**src/rtl/lineFramerPkg.sv**
```systemverilog
`timescale 1ns/1ps
package lineFramerPkg;

  // Strobes from the position control to the datapath, one sample cycle each
  typedef struct packed {
    logic clearSum;    // first sample of a line: restart the black sum
    logic accBlack;    // sample belongs to the black reference window
    logic latchLevel;  // black sum is complete: capture the mean
    logic emitEff;     // effective pixel: emit clamped difference
    logic emitRaw;     // bypass line: emit sample as-is
    logic markLast;    // emitted sample closes the line
  } framerCtl_t;

endpackage

```
**src/rtl/lineFramerCtl.sv**
```systemverilog
`timescale 1ns/1ps
module lineFramerCtl
  import lineFramerPkg::*;
#(
  parameter int LEAD_LEN    = 56,
  parameter int BLACK_FIRST = 24,
  parameter int BLACK_LEN   = 30,
  parameter int EFF_LEN     = 3000,
  parameter int TRAIL_LEN   = 10
) (
  input  logic       clk,
  input  logic       rstN,
  input  logic       lineStart,
  input  logic       sampleValid,
  input  logic       bypassEn,
  output framerCtl_t ctl,
  output logic       lineErr
);

  localparam int LINE_LEN = LEAD_LEN + EFF_LEN + TRAIL_LEN;
  localparam int POS_W    = $clog2(LINE_LEN + 1);

  localparam logic [POS_W-1:0] BLK_LO   = POS_W'(BLACK_FIRST);
  localparam logic [POS_W-1:0] BLK_HI   = POS_W'(BLACK_FIRST + BLACK_LEN - 1);
  localparam logic [POS_W-1:0] EFF_LO   = POS_W'(LEAD_LEN);
  localparam logic [POS_W-1:0] EFF_HI   = POS_W'(LEAD_LEN + EFF_LEN - 1);
  localparam logic [POS_W-1:0] POS_LAST = POS_W'(LINE_LEN - 1);

  logic [POS_W-1:0] posCnt;
  logic [POS_W-1:0] curPos;
  logic             inLine;
  logic             lineBypass;
  logic             levelPending;
  logic             startNow;
  logic             active;
  logic             modeBypass;
  logic             inBlack;
  logic             inEff;
  logic             atLineEnd;

  // Position of the sample presented this cycle
  assign startNow   = sampleValid & lineStart;
  assign curPos     = startNow ? '0 : posCnt;
  assign active     = sampleValid & (startNow | inLine);
  assign modeBypass = startNow ? bypassEn : lineBypass;
  assign atLineEnd  = (curPos == POS_LAST);

  assign inBlack = (curPos >= BLK_LO) && (curPos <= BLK_HI);
  assign inEff   = (curPos >= EFF_LO) && (curPos <= EFF_HI);

  always_comb begin
    ctl            = '0;
    ctl.clearSum   = startNow;
    ctl.accBlack   = active & ~modeBypass & inBlack;
    ctl.latchLevel = levelPending;
    ctl.emitEff    = active & ~modeBypass & inEff;
    ctl.emitRaw    = active & modeBypass;
    ctl.markLast   = modeBypass ? atLineEnd : (curPos == EFF_HI);
  end

  always_ff @(posedge clk) begin
    if (!rstN) begin
      posCnt       <= '0;
      inLine       <= 1'b0;
      lineBypass   <= 1'b0;
      levelPending <= 1'b0;
      lineErr      <= 1'b0;
    end else begin
      if (active) begin
        posCnt <= curPos + POS_W'(1);
        inLine <= ~atLineEnd;
      end
      if (startNow) begin
        lineBypass <= bypassEn;
      end
      if (startNow && inLine) begin
        lineErr <= 1'b1;
      end
      levelPending <= active & ~modeBypass & (curPos == BLK_HI);
    end
  end

  // A raised abort flag never drops while out of reset
  assert_err_sticky_R8 : assert property (@(posedge clk) disable iff (!rstN)
    lineErr |=> lineErr);

  // The running position never leaves the line while a line is open
  assert_pos_in_line_R4 : assert property (@(posedge clk) disable iff (!rstN)
    inLine |-> (posCnt <= POS_LAST));

  // A sample plays at most one role
  assert_single_role_R3 : assert property (@(posedge clk) disable iff (!rstN)
    $onehot0({ctl.accBlack, ctl.emitEff, ctl.emitRaw}));

endmodule

```
**src/rtl/lineFramerDp.sv**
```systemverilog
`timescale 1ns/1ps
module lineFramerDp
  import lineFramerPkg::*;
#(
  parameter int DATA_W    = 12,
  parameter int BLACK_LEN = 30
) (
  input  logic              clk,
  input  logic              rstN,
  input  framerCtl_t        ctl,
  input  logic [DATA_W-1:0] sampleData,
  output logic              pixValid,
  output logic [DATA_W-1:0] pixData,
  output logic              pixLast
);

  localparam int CNT_W = $clog2(BLACK_LEN);
  localparam int SUM_W = DATA_W + CNT_W;

  logic [SUM_W-1:0]  blackSum;
  logic [DATA_W-1:0] blackLevel;
  logic [DATA_W-1:0] levelNext;
  logic [DATA_W-1:0] clamped;
  logic              emitAny;

  // Mean of the black window: a plain shift for a power-of-two window,
  // otherwise a multiply by a rounded-up reciprocal whose error stays
  // below one quotient step over the whole sum range
  generate
    if ((BLACK_LEN & (BLACK_LEN - 1)) == 0) begin : gPow2Mean
      assign levelNext = DATA_W'(blackSum >> CNT_W);
    end else begin : gRecipMean
      localparam int SHIFT   = SUM_W + CNT_W;
      localparam int PROD_W  = SUM_W + SHIFT;
      localparam int RECIP   = ((2 ** SHIFT) + BLACK_LEN - 1) / BLACK_LEN;
      logic [PROD_W-1:0] prod;
      assign prod      = PROD_W'(blackSum) * PROD_W'(RECIP);
      assign levelNext = DATA_W'(prod >> SHIFT);
    end
  endgenerate

  assign clamped = (sampleData > blackLevel) ? (sampleData - blackLevel) : '0;
  assign emitAny = ctl.emitEff | ctl.emitRaw;

  always_ff @(posedge clk) begin
    if (!rstN) begin
      blackSum   <= '0;
      blackLevel <= '0;
      pixValid   <= 1'b0;
      pixData    <= '0;
      pixLast    <= 1'b0;
    end else begin
      if (ctl.clearSum || ctl.accBlack) begin
        blackSum <= (ctl.clearSum ? '0 : blackSum)
                  + (ctl.accBlack ? SUM_W'(sampleData) : '0);
      end
      if (ctl.latchLevel) begin
        blackLevel <= levelNext;
      end
      pixValid <= emitAny;
      pixLast  <= emitAny & ctl.markLast;
      if (emitAny) begin
        pixData <= ctl.emitRaw ? sampleData : clamped;
      end
    end
  end

  // Last only rides on a valid output
  assert_last_has_valid_R7 : assert property (@(posedge clk) disable iff (!rstN)
    pixLast |-> pixValid);

  // Subtracting a level can only lower a pixel
  assert_clamp_not_above_R6 : assert property (@(posedge clk) disable iff (!rstN)
    ctl.emitEff |=> (pixValid && pixData <= $past(sampleData)));

  // Bypass emits the sample untouched
  assert_bypass_raw_R9 : assert property (@(posedge clk) disable iff (!rstN)
    ctl.emitRaw |=> (pixValid && pixData == $past(sampleData)));

endmodule

```
**src/rtl/lineFramer.sv**
```systemverilog
`timescale 1ns/1ps
module lineFramer
  import lineFramerPkg::*;
#(
  parameter int DATA_W      = 12,
  parameter int LEAD_LEN    = 56,
  parameter int BLACK_FIRST = 24,
  parameter int BLACK_LEN   = 30,
  parameter int EFF_LEN     = 3000,
  parameter int TRAIL_LEN   = 10
) (
  input  logic              clk,
  input  logic              rstN,
  input  logic              lineStart,
  input  logic              sampleValid,
  input  logic [DATA_W-1:0] sampleData,
  input  logic              bypassEn,
  output logic              pixValid,
  output logic [DATA_W-1:0] pixData,
  output logic              pixLast,
  output logic              lineErr
);

  framerCtl_t ctlStrobes;

  lineFramerCtl #(
    .LEAD_LEN   (LEAD_LEN),
    .BLACK_FIRST(BLACK_FIRST),
    .BLACK_LEN  (BLACK_LEN),
    .EFF_LEN    (EFF_LEN),
    .TRAIL_LEN  (TRAIL_LEN)
  ) u_ctl (
    .clk        (clk),
    .rstN       (rstN),
    .lineStart  (lineStart),
    .sampleValid(sampleValid),
    .bypassEn   (bypassEn),
    .ctl        (ctlStrobes),
    .lineErr    (lineErr)
  );

  lineFramerDp #(
    .DATA_W   (DATA_W),
    .BLACK_LEN(BLACK_LEN)
  ) u_dp (
    .clk       (clk),
    .rstN      (rstN),
    .ctl       (ctlStrobes),
    .sampleData(sampleData),
    .pixValid  (pixValid),
    .pixData   (pixData),
    .pixLast   (pixLast)
  );

endmodule

```
**config.mk**
```make
export PLATFORM = sky130hd
export DESIGN_NAME = lineFramer
export DESIGN_NICKNAME = d
export VERILOG_FILES = /design/src/rtl/lineFramerPkg.sv /design/src/rtl/lineFramerCtl.sv /design/src/rtl/lineFramerDp.sv /design/src/rtl/lineFramer.sv
export SDC_FILE = /design/constraint.sdc
export NUM_CORES = 1
export LEC_CHECK = 0
export CORE_MARGIN = 8
export CORE_UTILIZATION = 63
export CTS_BUF_LIST = sky130_fd_sc_hd__clkbuf_4 sky130_fd_sc_hd__clkbuf_8 sky130_fd_sc_hd__clkbuf_16
export CTS_CLUSTER_DIAMETER = 150
export DETAILED_ROUTE_END_ITERATION = 10
export PLACE_DENSITY = 0.84
export RECOVER_POWER = 50
export SYNTH_ARGS = -nofsm -noshare
export SYNTH_HDL_FRONTEND = slang
export SYNTH_SLANG_ARGS = --single-unit
```
**constraint.sdc**
```tcl
create_clock -name clk -period 7.1 [get_ports clk]
set_input_delay 0.71 -clock clk [delete_from_list [all_inputs] [get_ports clk]]
set_output_delay 0.71 -clock clk [all_outputs]
set_load 0.02 [all_outputs]
```
==> flow_summary.json <==
{
  "status": "finished, violations left",
  "violations": "capacitance limit, slew limit",
  "cts_buffers": 9,
  "cp_slowest_stage_delay_ns": 0.55,
  "syn_avg_cell_area_sq_um": 8.453,
  "tns_ns": 0,
  "synthesis.nets": 1012,
  "ys_async_sr_fraction": 0,
  "drtPass1Iterations": 5,
  "intPower_uw": 543.1,
  "relSlewSlack": -0.3741,
  "cts_sinks": 59,
  "fmax_ghz": 0.1777,
  "finalHoldViolations": 0,
  "synthTopCellsByArea": "ha_1, dfxtp_1, fa_1",
  "hp-start": "u_ctl.lineErr",
  "num_rows": 38,
  "grt_pass1_wl_mm": 27.99,
  "ant_nets": 0,
  "ys_warn_count": 0,
  "path_cells": "inv_1, ha_1, ha_1, or2_2, fa_1, inv_1, fa_1, fa_1, inv_1, fa_1, ha_1, a21oi_1, o211ai_1, a222oi_1, nand3_1, a41oi_1, and4b_1, nor4_1",
  "period_share": 0.7928,
  "io_pins": 32,
  "crit_slowest_cell": "fa_1",
  "reg2reg_slack_ns": 1.47,
  "synth_cells": 815,
  "crit_fanout": 8,
  "postCtsHoldBufs": 0,
  "switching_share": 0.2669,
  "clock_latency_ns": 0.35,
  "drive_above_1_share": 0.03563,
  "leakagePower_nw": 3.887,
  "drc": 0,
  "synth_top_flop_cell": "dfxtp_1",
  "cts-root-buf": "clkbuf_8",
  "yosysSeqAreaShare": 0.1714,
  "clockBufferDepth": 2,
  "dieArea_sq_um": 14540,
  "synth-edff-count": 0,
  "initial_core_util": 0.6411,
  "drv_slew": 47,
  "hold_path_class": "register to register",
  "p_seq_frac": 0.458,
  "min_to": "u_ctl.lineErr",
  "grtUsageTotal": 0.2332,
  "avgRoutedWirePerCell_microns": 16.87,
  "postCtsSetupBuffers": 0,
  "place.gp.congestion": 0.9496,
  "avgViaCountPerCell": 6.089,
  "cts_tree": "done",
  "cts-resized-gates": 0,
  "n_antenna_cell": 0,
  "syn_area_sq_um": 6889,
  "reg2reg_from": "u_dp.blackSum[15]",
  "final_util": 0.6975,
  "worst-path-buf-inv": 3,
  "cpMostUsedCell": "fa_1",
  "cp-end-kind": "register",
  "max-cap-violations": 1,
  "chipHeight_microns": 120.6,
  "cp_data_required_time_ns": 7.24,
  "start_kind": "register",
  "antenna_found_initial": 0,
  "h-tree-depth": 3,
  "ys_ff_latch": 59,
  "p_per_area_nw_per_um2": 98.85,
  "wl_mm": 16.57,
  "first_iter_violations": 395,
  "period_minus_slack_ns": 5.629,
  "setup-violations-final": 0,
  "rsz0062_at_grt": "no",
  "dp_hpwl_mm": 13.36,
  "synth_top_area_share": 0.2579,
  "grt_max_degree": 47,
  "whs_path_depth": 2,
  "peakVddDrop_mv": 0.1221,
  "tightest_slew_ns": 2.061,
  "vias": 5979,
  "fp.coreArea_sq_um": 10750,
  "switchingPower_uw": 197.8,
  "p_comb_frac": 0.123,
  "path_delay_family": "adder cells",
  "timing.rr.end": "u_dp.blackLevel[11]",
  "yosys.area.top_type": "ha_1",
  "clock_power_share": 0.419,
  "nets": 1034,
  "crit_type": "register to register",
  "final_cell_mix": "ha_1, inv_1, dfxtp_1",
  "port_buffers": 31,
  "final_common_cell": "ha_1",
  "netlist-cell-type-count": 62,
  "overflow": 0,
  "grt_pass1_vias": 6063,
  "reg2regPathDepth": 18,
  "clkTransAtPathRegs_ns": 0.07,
  "fin_skew_ns": 0.007672,
  "worstPathArrival_ns": 5.77,
  "die_x_microns": 120.6,
  "areaGrowthSynthToFinish_pct": 8.790,
  "crit_path_start": "u_dp.blackSum[15]"
}
==> synth_stat cells (2+ instances only) <==
cell type / instances
nand3_1: 22
a21o_1: 14
o21ai_0: 18
nor4_1: 6
a41o_1: 2
o31ai_1: 7
o22ai_1: 14
nor3_1: 12
nor3_4: 2
a211oi_1: 5
nand3b_1: 3
a31oi_1: 8
nor2_1: 53
a2bb2oi_1: 9
nand2_1: 54
a22oi_1: 4
fa_1: 38
dfxtp_1: 59
xnor2_1: 13
o211ai_1: 6
a221o_1: 2
or3_1: 13
o311ai_0: 4
a21oi_1: 53
mux2i_1: 8
xor2_1: 14
o21a_1: 4
nand2b_1: 3
or2_2: 6
and2_1: 22
ha_1: 142
a211o_1: 6
nand4b_1: 4
inv_1: 118
buf_2: 5
nand4_1: 14
clkbuf_1: 17
and3_1: 7
==> worst register-to-register path: cells and delay by family, from the launching register on <==
family,cells,cell delay (ns)
simple gates,4,0.94
buf+inv,3,0.20
fa+ha+maj,7,2.69
compound gates,4,1.12
flops,1,0.49
==> metal layers <==
layer  vias to the layer above  wire length (microns)  track usage
met5                         -                      0            0
met4                         0                    452      0.08821
met3                        41                    907      0.04289
met2                       198                   8078       0.4060
met1                      2835                   7126       0.2798
li1                       2905                      -            -
==> power groups by stage <==
stage	clock, mW	combinational, mW	sequential (mW)
2_1_floorplan	0	0.0573	0.348
3_3_place_gp	0	0.0886	0.346
3_5_place_dp	0	0.0912	0.347
4_1_cts	0.316	0.0923	0.339
5_1_grt	0.329	0.100	0.339
6_report	0.311	0.0911	0.339
==> cell type report <==
| type | instances | area, sq um |
|---|---|---|
| clock buffers | 10 | 137.6 |
| clock inverters | 6 | 63.81 |
| fillers | 874 | 3251 |
| inverters | 119 | 446.7 |
| multi-input cells | 614 | 5169 |
| flip-flops and latches | 59 | 1181 |
| well taps | 140 | 175.2 |
| repair buffers | 34 | 321.6 |
==> sequential cells by signal (all words and copies together) (netlist names) <==
register,cells
u_ctl.inLine,1
u_ctl.lineBypass,1
u_ctl.levelPending,1
u_ctl.lineErr,1
u_dp.blackLevel,12
u_dp.pixValid,1
u_ctl.posCnt,12
u_dp.blackSum,17
u_dp.pixData,12
u_dp.pixLast,1
==> worst max-delay path by stage <==
stage	to	slack (ns)	depth (start not counted)
final	u_dp.blackLevel[11]	1.47	18
after global routing	u_dp.blackLevel[11]	1.11	18
after CTS	u_dp.blackLevel[11]	1.56	18
after detailed placement	u_dp.blackSum[15]	1.55	18
after global placement	u_dp.blackLevel[5]	1.74	18
after floorplan	u_dp.blackLevel[5]	2.07	18
==> cells by family after synthesis <==
group                    share of synthesized area
AND/OR/NAND/NOR                             0.1722
adder cells (fa/ha/maj)                     0.3683
AO/OA/AOI/OAI                               0.1622
buffers and inverters                      0.07828
flip-flops                                  0.1714
XOR/XNOR                                   0.03433
multiplexers                               0.01326
==> stage by stage <==
step	power [mW]	instances	worst slack (ns)	hold WS, ns	instance area [sq um]
3_5_place_dp	0.4378	966	1.549	0.4880	7305
4_1_cts	0.7471	982	1.556	0.4993	7506
3_3_place_gp	0.4349	966	1.741	0.4568	7305
2_1_floorplan	0.4057	815	2.073	0.4409	6889
5_1_grt	0.7688	982	1.107	0.5382	7495
6_report	0.7408	982	1.471	0.5010	7495
Note: power is estimated with default switching activity, not from simulation.
